`config.mk`:
```
export PLATFORM = sky130hd
export DESIGN_NAME = mac_acc
export DESIGN_NICKNAME = d
export VERILOG_FILES = /design/src/rtl/mac_pkg.sv /design/src/rtl/mac_mult.sv /design/src/rtl/mac_csa_add.sv /design/src/rtl/mac_acc.sv
export SDC_FILE = /design/constraint.sdc
export NUM_CORES = 1
export LEC_CHECK = 0
export ABC_AREA = 1
export BUFFER_PORTS_ARGS = -buffer_cell sky130_fd_sc_hd__buf_4
export CAP_MARGIN = 5
export CORE_MARGIN = 2
export CORE_UTILIZATION = 45
export CTS_CLUSTER_DIAMETER = 80
export DETAILED_ROUTE_END_ITERATION = 8
export PLACE_DENSITY = 0.62
export SLEW_MARGIN = 20
export SYNTH_ARGS = -nofsm -noshare
export SYNTH_HDL_FRONTEND = slang
export SYNTH_SLANG_ARGS = --single-unit
```
`constraint.sdc`:
```
create_clock -name clk -period 9.2 [get_ports clk]
set_input_delay 1.38 -clock clk [delete_from_list [all_inputs] [get_ports clk]]
set_output_delay 1.38 -clock clk [all_outputs]
set_load 0.05 [all_outputs]
```
`src/rtl/mac_pkg.sv`:
```
package mac_pkg;
  localparam int unsigned OP_W_DEF  = 8;
  localparam int unsigned ACC_W_DEF = 16;

  // Two addends of one sign that give a result of the other sign.
  function automatic logic sign_flip(input logic a_msb, input logic b_msb,
                                     input logic s_msb);
    return (a_msb == b_msb) && (s_msb != a_msb);
  endfunction
endpackage

```
`src/rtl/mac_mult.sv`:
```
module mac_mult #(
  parameter int unsigned OP_W  = 8,
  parameter int unsigned ACC_W = 16
) (
  input  logic [OP_W-1:0]  x,
  input  logic [OP_W-1:0]  y,
  output logic [ACC_W-1:0] prod_ext
);
  localparam int unsigned PROD_W = 2 * OP_W;

  logic signed [PROD_W-1:0] prod_full;
  assign prod_full = $signed(x) * $signed(y);

  generate
    if (ACC_W > PROD_W) begin : g_extend
      assign prod_ext = {{(ACC_W-PROD_W){prod_full[PROD_W-1]}}, prod_full};
    end else begin : g_narrow
      assign prod_ext = prod_full[ACC_W-1:0];
    end
  endgenerate
endmodule

```
`src/rtl/mac_csa_add.sv`:
```
module mac_csa_add #(
  parameter int unsigned W = 16
) (
  input  logic [W-1:0] a,
  input  logic [W-1:0] b,
  output logic [W-1:0] sum
);
  // Half-adder stage: per-bit sum vector and a carry vector shifted up one.
  logic [W-1:0] hs;
  logic [W-1:0] hc_sh;
  // Resolving ripple chain.
  logic [W-1:0] rc;

  assign hc_sh[0] = 1'b0;
  assign rc[0]    = 1'b0;

  genvar i;
  generate
    for (i = 0; i < W; i++) begin : g_bit
      assign hs[i] = a[i] ^ b[i];
      if (i < W - 1) begin : g_carry
        assign hc_sh[i+1] = a[i] & b[i];
        assign rc[i+1]    = (hs[i] & hc_sh[i]) | (rc[i] & (hs[i] ^ hc_sh[i]));
      end
      assign sum[i] = hs[i] ^ hc_sh[i] ^ rc[i];
    end
  endgenerate
endmodule

```
`src/rtl/mac_acc.sv`:
```
module mac_acc
  import mac_pkg::*;
#(
  parameter int unsigned OP_W  = OP_W_DEF,
  parameter int unsigned ACC_W = ACC_W_DEF
) (
  input  logic             clk,
  input  logic             clr,
  input  logic             in_valid,
  output logic             in_ready,
  input  logic [OP_W-1:0]  op_x,
  input  logic [OP_W-1:0]  op_y,
  output logic [ACC_W-1:0] acc_out,
  output logic             ovf_flag
);
  localparam int unsigned MSB = ACC_W - 1;

  logic [ACC_W-1:0] prod;
  logic [ACC_W-1:0] next_sum;
  logic [ACC_W-1:0] acc_q;
  logic             ovf_q;
  logic             accept;
  logic             ovf_now;

  mac_mult #(.OP_W(OP_W), .ACC_W(ACC_W)) u_mult (
    .x(op_x), .y(op_y), .prod_ext(prod)
  );

  mac_csa_add #(.W(ACC_W)) u_add (
    .a(acc_q), .b(prod), .sum(next_sum)
  );

  assign in_ready = ~clr;
  assign accept   = in_valid & in_ready;
  assign ovf_now  = sign_flip(acc_q[MSB], prod[MSB], next_sum[MSB]);

  always_ff @(posedge clk) begin
    if (clr) begin
      acc_q <= '0;
      ovf_q <= 1'b0;
    end else if (accept) begin
      acc_q <= next_sum;
      ovf_q <= ovf_q | ovf_now;
    end
  end

  assign acc_out  = acc_q;
  assign ovf_flag = ovf_q;

  // clear empties the sum and the flag.
  p_clear_zero_r1: assert property (@(posedge clk)
    clr |=> (acc_q == '0 && !ovf_q));

  // an accepted beat adds the extended product.
  p_sum_r2: assert property (@(posedge clk) disable iff (clr)
    accept |=> (acc_q == ACC_W'($past(acc_q) + $past(prod))));

  // no beat, no change.
  p_hold_r3: assert property (@(posedge clk) disable iff (clr)
    !in_valid |=> ($stable(acc_q) && $stable(ovf_q)));

  // the flag stays set until a clear.
  p_sticky_r6: assert property (@(posedge clk) disable iff (clr)
    ovf_q |=> ovf_q);

  // addends of differing sign never raise the flag.
  p_no_overflow_r7: assert property (@(posedge clk) disable iff (clr)
    (!ovf_q && accept && (acc_q[MSB] != prod[MSB])) |=> !ovf_q);
endmodule

```
==> results of run 1 <==
## power breakdown
group | switching [W] | internal [W] | total, W | leakage (nW)
logic | 0.000766 | 0.000511 | 0.00128 | 2.38
registers | 0.0000213 | 0.000100 | 0.000122 | 0.141
clock network | 0.0000271 | 0.0000301 | 0.0000572 | 0.0255
## tightest hold or removal path, stage by stage, from the launching register on
cell and delay, ns:
dfxtp_1 0.33, nand2_1 0.07, nand2_1 0.04
## routing by layer
layer	part of all wire	wire length [um]	track usage
met5	0	0	0
met1	0.43	3317	0.2296
met3	0.026	198	0.02147
met4	0.0028	21	0.01709
met2	0.54	4095	0.3072
## cells by family after synthesis
family	count (synthesis)	share of synthesized area
compound gates	28	0.04597
simple gates	179	0.1968
buf+inv	175	0.1653
flops	17	0.08564
xor+xnor	10	0.02204
fa+ha+maj	113	0.4843
## state kept, by name (all words and copies together), names as in the netlist
signal / flops
acc_out: 16
ovf_flag: 1
## layout by cell type, fill, tap and decap left out
cell type  synthesis  layout
inv_1            150     150
nand2_1          111     111
fa_1              68      68
ha_1              45      45
buf_4              0      37
nor2_1            29      29
dfxtp_1           17      17
nand2_2           15      15
a211oi_1          12      12
nand3_1            8       8
a21oi_1            8       8
or2_2              6       6
xor2_1             6       6
inv_2              6       6
nand3_2            6       6
xnor2_1            4       4
o21ai_0            4       4
nor2_2             3       3
clkbuf_8           0       3
a21oi_2            2       2
o21bai_1           1       1
nand4_1            1       1
o211ai_1           1       1
clkinv_2           0       1
## cell type report
| class | count | area, um2 |
|---|---|---|
| Fill cell | 853 | 4274 |
| Multi-Input combinational cell | 330 | 2977 |
| Inverter | 156 | 585.6 |
| Sequential cell | 17 | 340.3 |
| Timing Repair Buffer | 37 | 277.8 |
| Tap cell | 108 | 135.1 |
| Clock buffer | 3 | 41.29 |
| Clock inverter | 1 | 5.005 |
## stage by stage
stage | cells | hold WS, ns
after floorplan | 522 | 0.6818
after global placement | 648 | 0.4704
after detailed placement | 648 | 0.4701
after CTS | 652 | 0.4829
after global routing | 652 | 0.5024
final | 652 | 0.4806
## worst max path at each step
stage	endpoint	depth (start not counted)	slack [ns]
global placement	ovf_flag	30	0.53
CTS	ovf_flag	30	0.63
floorplan	ovf_flag	30	0.63
global route	ovf_flag	30	0.29
detailed placement	ovf_flag	30	0.35
finish	ovf_flag	30	0.70
==> impl_metrics.ini, run 1 <==
[run_status]
status = completed

[synth]
synth_cell_types = 22
synth_most_common_cell = inv_1
yosysTopAreaCellShare = 0.3426
synth_nets = 654
ys_ff_latch = 17
yosysWarningCount = 0
yosys.area.top_type = fa_1
async_flop_share = 0
avgSynthCellArea_um2 = 7.613
synth_edf_count = 0
syn-cell-area_um2 = 3974
synth_top_cells_by_area = fa_1 (34%), ha_1 (14%), inv_1 (14%)
ys.flop_type = dfxtp_1
synth_common_cells = inv_1 (150), nand2_1 (111), fa_1 (68), ha_1 (45), nor2_1 (29)
netlist_instances = 522
ys_seq_area_frac = 0.08564

[setup_path]
critPathKind = in -> reg
start_kind = input pin
worst_r2r_path_depth = 23
reg2reg_slack_ns = 2.75
r2r-end = ovf_flag
worstPathRequired_ns = 9.36
cp-startpoint = op_x[3]
critPathArrivalTime_ns = 8.66
crit_top_cell = fa_1
cp-end-kind = register
worstPathBufferInverterCount = 7
crit_family = adder cells
slowest_stage = fa_1
crit_path_max_fanout = 8
r2r-start = acc_out[1]
slowest_delay_ns = 0.49

[global_routing]
antenna_found_initial = 0
grt_overflow = 0
grt_pass1_vias = 3184
grt_pass1_wl_mm = 13.90
grt_start_max_net_pins = 29
grt_usage = 0.1710

[routing]
drt-total-wl_mm = 7.632
ant_nets = 0
dr.first_iter.drc_count = 83
route.detailed.drc = 0
dr.pass1.iters = 4
vias = 3044
routedWlPerCell_um = 11.71
viasPerCell = 4.669

[hold_path]
holdPathStages = 2
hold_path_end = ovf_flag
hold_class = reg -> reg
hp-start = ovf_flag

[finish]
fin_area_um2 = 4362
syn_to_final_growth_pct = 9.761
fin_util = 0.5051
layout.nets = 677
antenna_cells = 0
final_layout_size_suffix_gt1_frac = 0.1452

[placed_design]
place_area_um2 = 4315
gp_congestion = 0.8518
portBuffers = 36
pre_cts_slack_ns = 0.3507
dp_hpwl_mm = 6.889

[floorplan]
initial_utilization = 0.4602
dieArea_um2 = 9598
io-pin-count = 37
rows = 34
core_area_um2 = 8636
fp.dieH_um = 97.97
die_x_um = 97.97

[run]
cap_violations = 0

[sta]
hold_viol = 0
setup_tns_ns = 0
slew_headroom = 0.8057
period_share = 0.9237
fin_skew_ns = 0.01200
grt_setup_unrepaired = false
finalMaxSlewViolations = 0
min_period_ns = 8.498
setup_violations = 0
fin_ws_ns = 0.7020
fmax_ghz = 0.1177
tightest_slew_ns = 0.2914

[clocking]
cts_setup_buffers = 0
clkLatencyLatePin_ns = 0.26
numClockSinks = 17
cts_buffers = 3
cts_tree = built
h-tree-depth = 1
hold_buffers = 0
path_clk_slew_ns = 0.08
root_buffer = clkbuf_8
cts_buffer_depth = 2
ctsResizeCount = 0

[pwr]
power_w = 0.001456
peakVddDrop_mv = 0.2079
p_leak_nw = 2.545
p_per_area_nw_per_um2 = 333.8
(Power assumes the default switching activity.)
==> run 2: changes to the inputs <==
--- a/config.mk
+++ b/config.mk
@@ -16,4 +16,5 @@
 export SLEW_MARGIN = 20
 export SYNTH_ARGS = -nofsm -noshare
 export SYNTH_HDL_FRONTEND = slang
+export SYNTH_HIERARCHICAL = 1
 export SYNTH_SLANG_ARGS = --single-unit
==> constraint.sdc (replaced) <==
create_clock -name clk -period 9.2 [get_ports clk]
set_input_delay 1.38 -clock clk [delete_from_list [all_inputs] [get_ports clk]]
set_output_delay 1.38 -clock clk [all_outputs]
set_load 0.01 [all_outputs]
==> run 2 against run 1 <==
Effect of this change:
- count of clock-buffer cells in the layout unchanged
- combinational power is 3% lower
- cell count increased by 3.7%
- synthesized area increased by 0.63%
- cell area is 0.11% higher
- clock skew shrank 0.011 ns
==> impl_metrics.ini, run 2 <==
[synth]
ys_seq_area_frac = 0.08511
async_flop_share = 0
yosys.area.top_type = fa_1
ys_ff_latch = 17
synth_edf_count = 0
avgSynthCellArea_um2 = 7.310
synth_cell_types = 24
synth_most_common_cell = inv_1
yosysWarningCount = 6
netlist_instances = 547
synth_top_cells_by_area = fa_1 (34%), inv_1 (19%), ha_1 (14%)
syn-cell-area_um2 = 3999
yosysTopAreaCellShare = 0.3404
ys.flop_type = dfxtp_1
synth_common_cells = inv_1 (205), nand2_1 (103), fa_1 (68), ha_1 (45), a21oi_1 (24)
synth_nets = 679

[floorplan]
rows = 34
die_x_um = 98.27
core_area_um2 = 8678
fp.dieH_um = 98.27
initial_utilization = 0.4608
io-pin-count = 37
dieArea_um2 = 9656

[clocking]
cts_buffer_depth = 2
ctsResizeCount = 0
h-tree-depth = 1
cts_setup_buffers = 0
hold_buffers = 0
numClockSinks = 17
cts_buffers = 3
path_clk_slew_ns = 0.07
root_buffer = clkbuf_8
clkLatencyLatePin_ns = 0.25
cts_tree = built

[sta]
setup_tns_ns = 0
hold_viol = 0
fmax_ghz = 0.1151
tightest_slew_ns = 0.3284
slew_headroom = 0.7809
finalMaxSlewViolations = 0
min_period_ns = 8.690
fin_ws_ns = 0.5097
period_share = 0.9446
fin_skew_ns = 0.001218
setup_violations = 0
grt_setup_unrepaired = false

[setup_path]
cp-startpoint = op_y[0]
r2r-start = acc_out[1]
crit_end = ovf_flag
crit_path_max_fanout = 8
critPathArrivalTime_ns = 8.84
slowest_delay_ns = 0.53
start_kind = input pin
worst_r2r_path_depth = 28
critPathKind = in -> reg
reg2reg_slack_ns = 2.72
worstPathRequired_ns = 9.35
crit_top_cell = fa_1
cp-end-kind = register
r2r-end = ovf_flag
slowest_stage = fa_1

[finish]
antenna_cells = 0
final_layout_size_suffix_gt1_frac = 0.08275
final_common_cell = inv_1
final_cell_mix = inv_1 (205), nand2_1 (103), fa_1 (68)
largest_reg_flops = 16
syn_to_final_growth_pct = 9.199
n_fill_cell = 882
layout.nets = 701

[routing]
ant_nets = 0
vias = 3093
drt-total-wl_mm = 7.285
dr.pass1.iters = 5
dr.first_iter.drc_count = 70
viasPerCell = 4.575
route.detailed.drc = 0
routedWlPerCell_um = 10.78

[run_status]
status = completed

[pwr]
peakVddDrop_mv = 0.1589
p_leak_nw = 2.737
p_per_area_nw_per_um2 = 325.7

[hold_path]
hold_class = reg -> reg

[global_routing]
grt_overflow = 0
grt_pass1_vias = 3034
antenna_found_initial = 0
grt_usage = 0.1608
grt_pass1_wl_mm = 12.94
grt_start_max_net_pins = 34

[placed_design]
dp_hpwl_mm = 6.511
portBuffers = 36
gp_congestion = 0.8477
pre_cts_slack_ns = 0.1714

[run]
cap_violations = 0
## run 2: changes by cell type after synthesis, sizes merged, moves of 12 or more
cell	change
nor2	-17
nand2	-20
a211oi	-12
a21oi	+14
o21ai	+16
inv	+50
## run 2: how the worst min path moves through the flow
stage             start        to  cells after the start  slack, ns
6_report       ovf_flag  ovf_flag                      2       0.46
3_5_place_dp   ovf_flag  ovf_flag                      2       0.45
3_3_place_gp   ovf_flag  ovf_flag                      2       0.44
4_1_cts        ovf_flag  ovf_flag                      2       0.46
5_1_grt        ovf_flag  ovf_flag                      2       0.48
2_1_floorplan  ovf_flag  ovf_flag                      2       0.47
## run 2: critical path, delay by kind of cell
| family | cells | cell delay [ns] |
|---|---|---|
| AO/OA/AOI/OAI | 1 | 0.06 |
| adder cells (fa/ha/maj) | 17 | 6.06 |
| buffers and inverters | 13 | 0.79 |
| AND/OR/NAND/NOR | 8 | 0.52 |
## run 2: final cells by class
cell class | instances | area [um2] | share of cell area
tap | 108 | 135.1 | 0.03095
sequential | 17 | 340.3 | 0.07794
multi-input combinational | 305 | 2801 | 0.6415
clock inverter | 1 | 5.005 | 0.001146
clock buffer | 3 | 41.29 | 0.009456
timing repair buffer | 36 | 270.3 | 0.06189
inverter | 206 | 773.2 | 0.1771
## run 2: cells by family (layout without fill, tap and decap cells)
logic type                 after synthesis  after routing  synth area share
buffers and inverters                  225            246            0.2143
and+or+nand+nor                        134            134            0.1330
adders and majority gates              113            113            0.4812
AOI/OAI and AO/OA                       48             48           0.06446
DFF                                     17             17           0.08511
xor gates and xnor gates                10             10           0.02190
## run 2: where the power goes
group	switching, W	internal, W	total [W]
Clock	0.0000264	0.0000301	0.0000565
Combinational	0.000733	0.000511	0.00124
Sequential	0.0000223	0.0000997	0.000122
## run 2: routing by layer
metal | global-route usage | vias to the layer above | wire, um
met5 | 0 | - | 0
met4 | 0.02845 | 0 | 72
met3 | 0.01575 | 6 | 153
met2 | 0.2877 | 31 | 3874
met1 | 0.2151 | 1485 | 3185
li1 | - | 1571 | -
## run 2: stage by stage
| step | hold slack, ns | cell area [um2] | util | cells | total power [W] |
|---|---|---|---|---|---|
| finish | 0.4594 | 4367 | 0.5032 | 676 | 0.001422 |
| global route | 0.4764 | 4367 | 0.5032 | 676 | 0.001668 |
| CTS | 0.4632 | 4367 | 0.5032 | 676 | 0.001471 |
| detailed placement | 0.4524 | 4320 | 0.4978 | 672 | 0.001399 |
| global placement | 0.4385 | 4320 | 0.4978 | 672 | 0.001365 |
| floorplan | 0.4680 | 3999 | - | 547 | 0.001124 |
==> run 3: changes to the inputs <==
--- a/config.mk
+++ b/config.mk
@@ -12,6 +12,7 @@
 export CORE_UTILIZATION = 45
 export CTS_CLUSTER_DIAMETER = 80
 export DETAILED_ROUTE_END_ITERATION = 8
+export GPL_TIMING_DRIVEN = 0
 export PLACE_DENSITY = 0.62
 export SLEW_MARGIN = 20
 export SYNTH_ARGS = -nofsm -noshare
==> run 3 against run 2 <==
Effect of this change:
- first-iteration DRC count rose by 40%
- via count grew 0.26%
- global-route usage decreased by 0.63 points
==> impl_metrics.ini, run 3 (synthesized netlist as in run 2, its figures left out) <==
[run_status]
status = completed

[floorplan]
rows = 34
die_x_um = 98.27
dieArea_um2 = 9656
initial_utilization = 0.4608
fp.dieH_um = 98.27
io-pin-count = 37
core_area_um2 = 8678

[routing]
routedWlPerCell_um = 10.48
dr.pass1.iters = 4
ant_nets = 0
viasPerCell = 4.560
dr.first_iter.drc_count = 98
route.detailed.drc = 0
vias = 3101
drt-total-wl_mm = 7.123

[sta]
setup_tns_ns = 0
hold_viol = 0
grt_setup_unrepaired = false
min_period_ns = 8.772
fin_ws_ns = 0.4281
tightest_slew_ns = 0.4292
period_share = 0.9535
fin_skew_ns = 0.005540
fmax_ghz = 0.1140
setup_violations = 0
slew_headroom = 0.7139
finalMaxSlewViolations = 0

[setup_path]
crit_end = ovf_flag
cp-end-kind = register
r2r-start = acc_out[1]
crit_path_max_fanout = 8
slowest_stage = fa_1
reg2reg_slack_ns = 2.74
critPathKind = in -> reg
cp-startpoint = op_y[3]
slowest_delay_ns = 0.53
start_kind = input pin
crit_top_cell = fa_1
critPathArrivalTime_ns = 8.92
worstPathRequired_ns = 9.35
r2r-end = ovf_flag
worst_r2r_path_depth = 28

[global_routing]
gr-usage-met1 = 0.2070
grt_overflow = 0
grt_pass1_vias = 3037
grt_start_max_net_pins = 11
grt_use_met3 = 0.02792
antenna_found_initial = 0
grt_pass1_wl_mm = 12.65
grt_usage = 0.1546
grt.busiest_layer = met2
grtUsageMet2 = 0.2745

[finish]
final_cell_mix = inv_1 (205), nand2_1 (103), fa_1 (68)
fin_cells = 680
seqCellArea_um2 = 340.3
n_fill_cell = 902
antenna_cells = 0
layout.nets = 705
multi_input_area_um2 = 2801
final_common_cell = inv_1
largest_reg_flops = 16
syn_to_final_growth_pct = 8.667
final_layout_size_suffix_gt1_frac = 0.07343

[hold_path]
hold_class = reg -> reg
holdPathStages = 2

[clocking]
numClockSinks = 17
h-tree-depth = 1
cts_buffer_depth = 2
hold_buffers = 0
clkLatencyLatePin_ns = 0.25
cts_tree = built
path_clk_slew_ns = 0.07
cts_buffers = 3
root_buffer = clkbuf_8

[pwr]
peakVddDrop_mv = 0.1372
p_leak_nw = 2.719
p_per_area_nw_per_um2 = 327.0

[placed_design]
portBuffers = 21
pre_cts_slack_ns = 0.02549
gp_congestion = 0.8186
dp_hpwl_mm = 6.423
dpl.cell_count = 676

[run]
cap_violations = 0
## run 3: layout make-up
cell class | instances | area share
Buffer | 19 | 0.02131
Clock buffer | 4 | 0.01037
Inverter | 206 | 0.1779
Multi-Input combinational cell | 305 | 0.6447
Sequential cell | 17 | 0.07832
Tap cell | 108 | 0.03110
Timing Repair Buffer | 21 | 0.03628
## run 3: worst min-delay path by stage
stage,end,slack [ns],from
floorplan,ovf_flag,0.47,ovf_flag
global placement,ovf_flag,0.43,ovf_flag
detailed placement,ovf_flag,0.44,ovf_flag
CTS,ovf_flag,0.45,ovf_flag
global route,ovf_flag,0.50,ovf_flag
finish,ovf_flag,0.45,ovf_flag
## run 3: layer usage
layer  wire length, um  up-vias
met1              3088     1479
li1                  -     1577
met4                13        0
met5                 0        -
met3               294        2
met2              3726       43
## run 3: where the power goes
group,switching (W),internal (W)
logic,0.000734,0.000509
registers,0.0000222,0.0000998
clock network,0.0000252,0.0000307
## run 3: what timing repair did
item                                    CTS  global route
resized for setup                         0            15
endpoints found under the setup margin    0             1
setup buffers                             0             0
endpoints found under the hold margin     0             0
## run 3: per-stage QoR
| step | utilization | total power [W] | hold slack (ns) | cell area (um2) |
|---|---|---|---|---|
| 4_1_cts | 0.4997 | 0.001462 | 0.4472 | 4337 |
| 3_5_place_dp | 0.4945 | 0.001399 | 0.4370 | 4292 |
| 6_report | 0.5007 | 0.001421 | 0.4452 | 4345 |
| 3_3_place_gp | 0.4945 | 0.001362 | 0.4324 | 4292 |
| 5_1_grt | 0.5007 | 0.001692 | 0.4957 | 4345 |
| 2_1_floorplan | - | 0.001124 | 0.4680 | 3999 |
## run 3: critical path: cells and delay by family
family,cells,cell delay [ns]
buffers and inverters,13,1.01
and+or+nand+nor,8,0.58
adders and majority gates,17,5.88
AOI/OAI and AO/OA,1,0.06
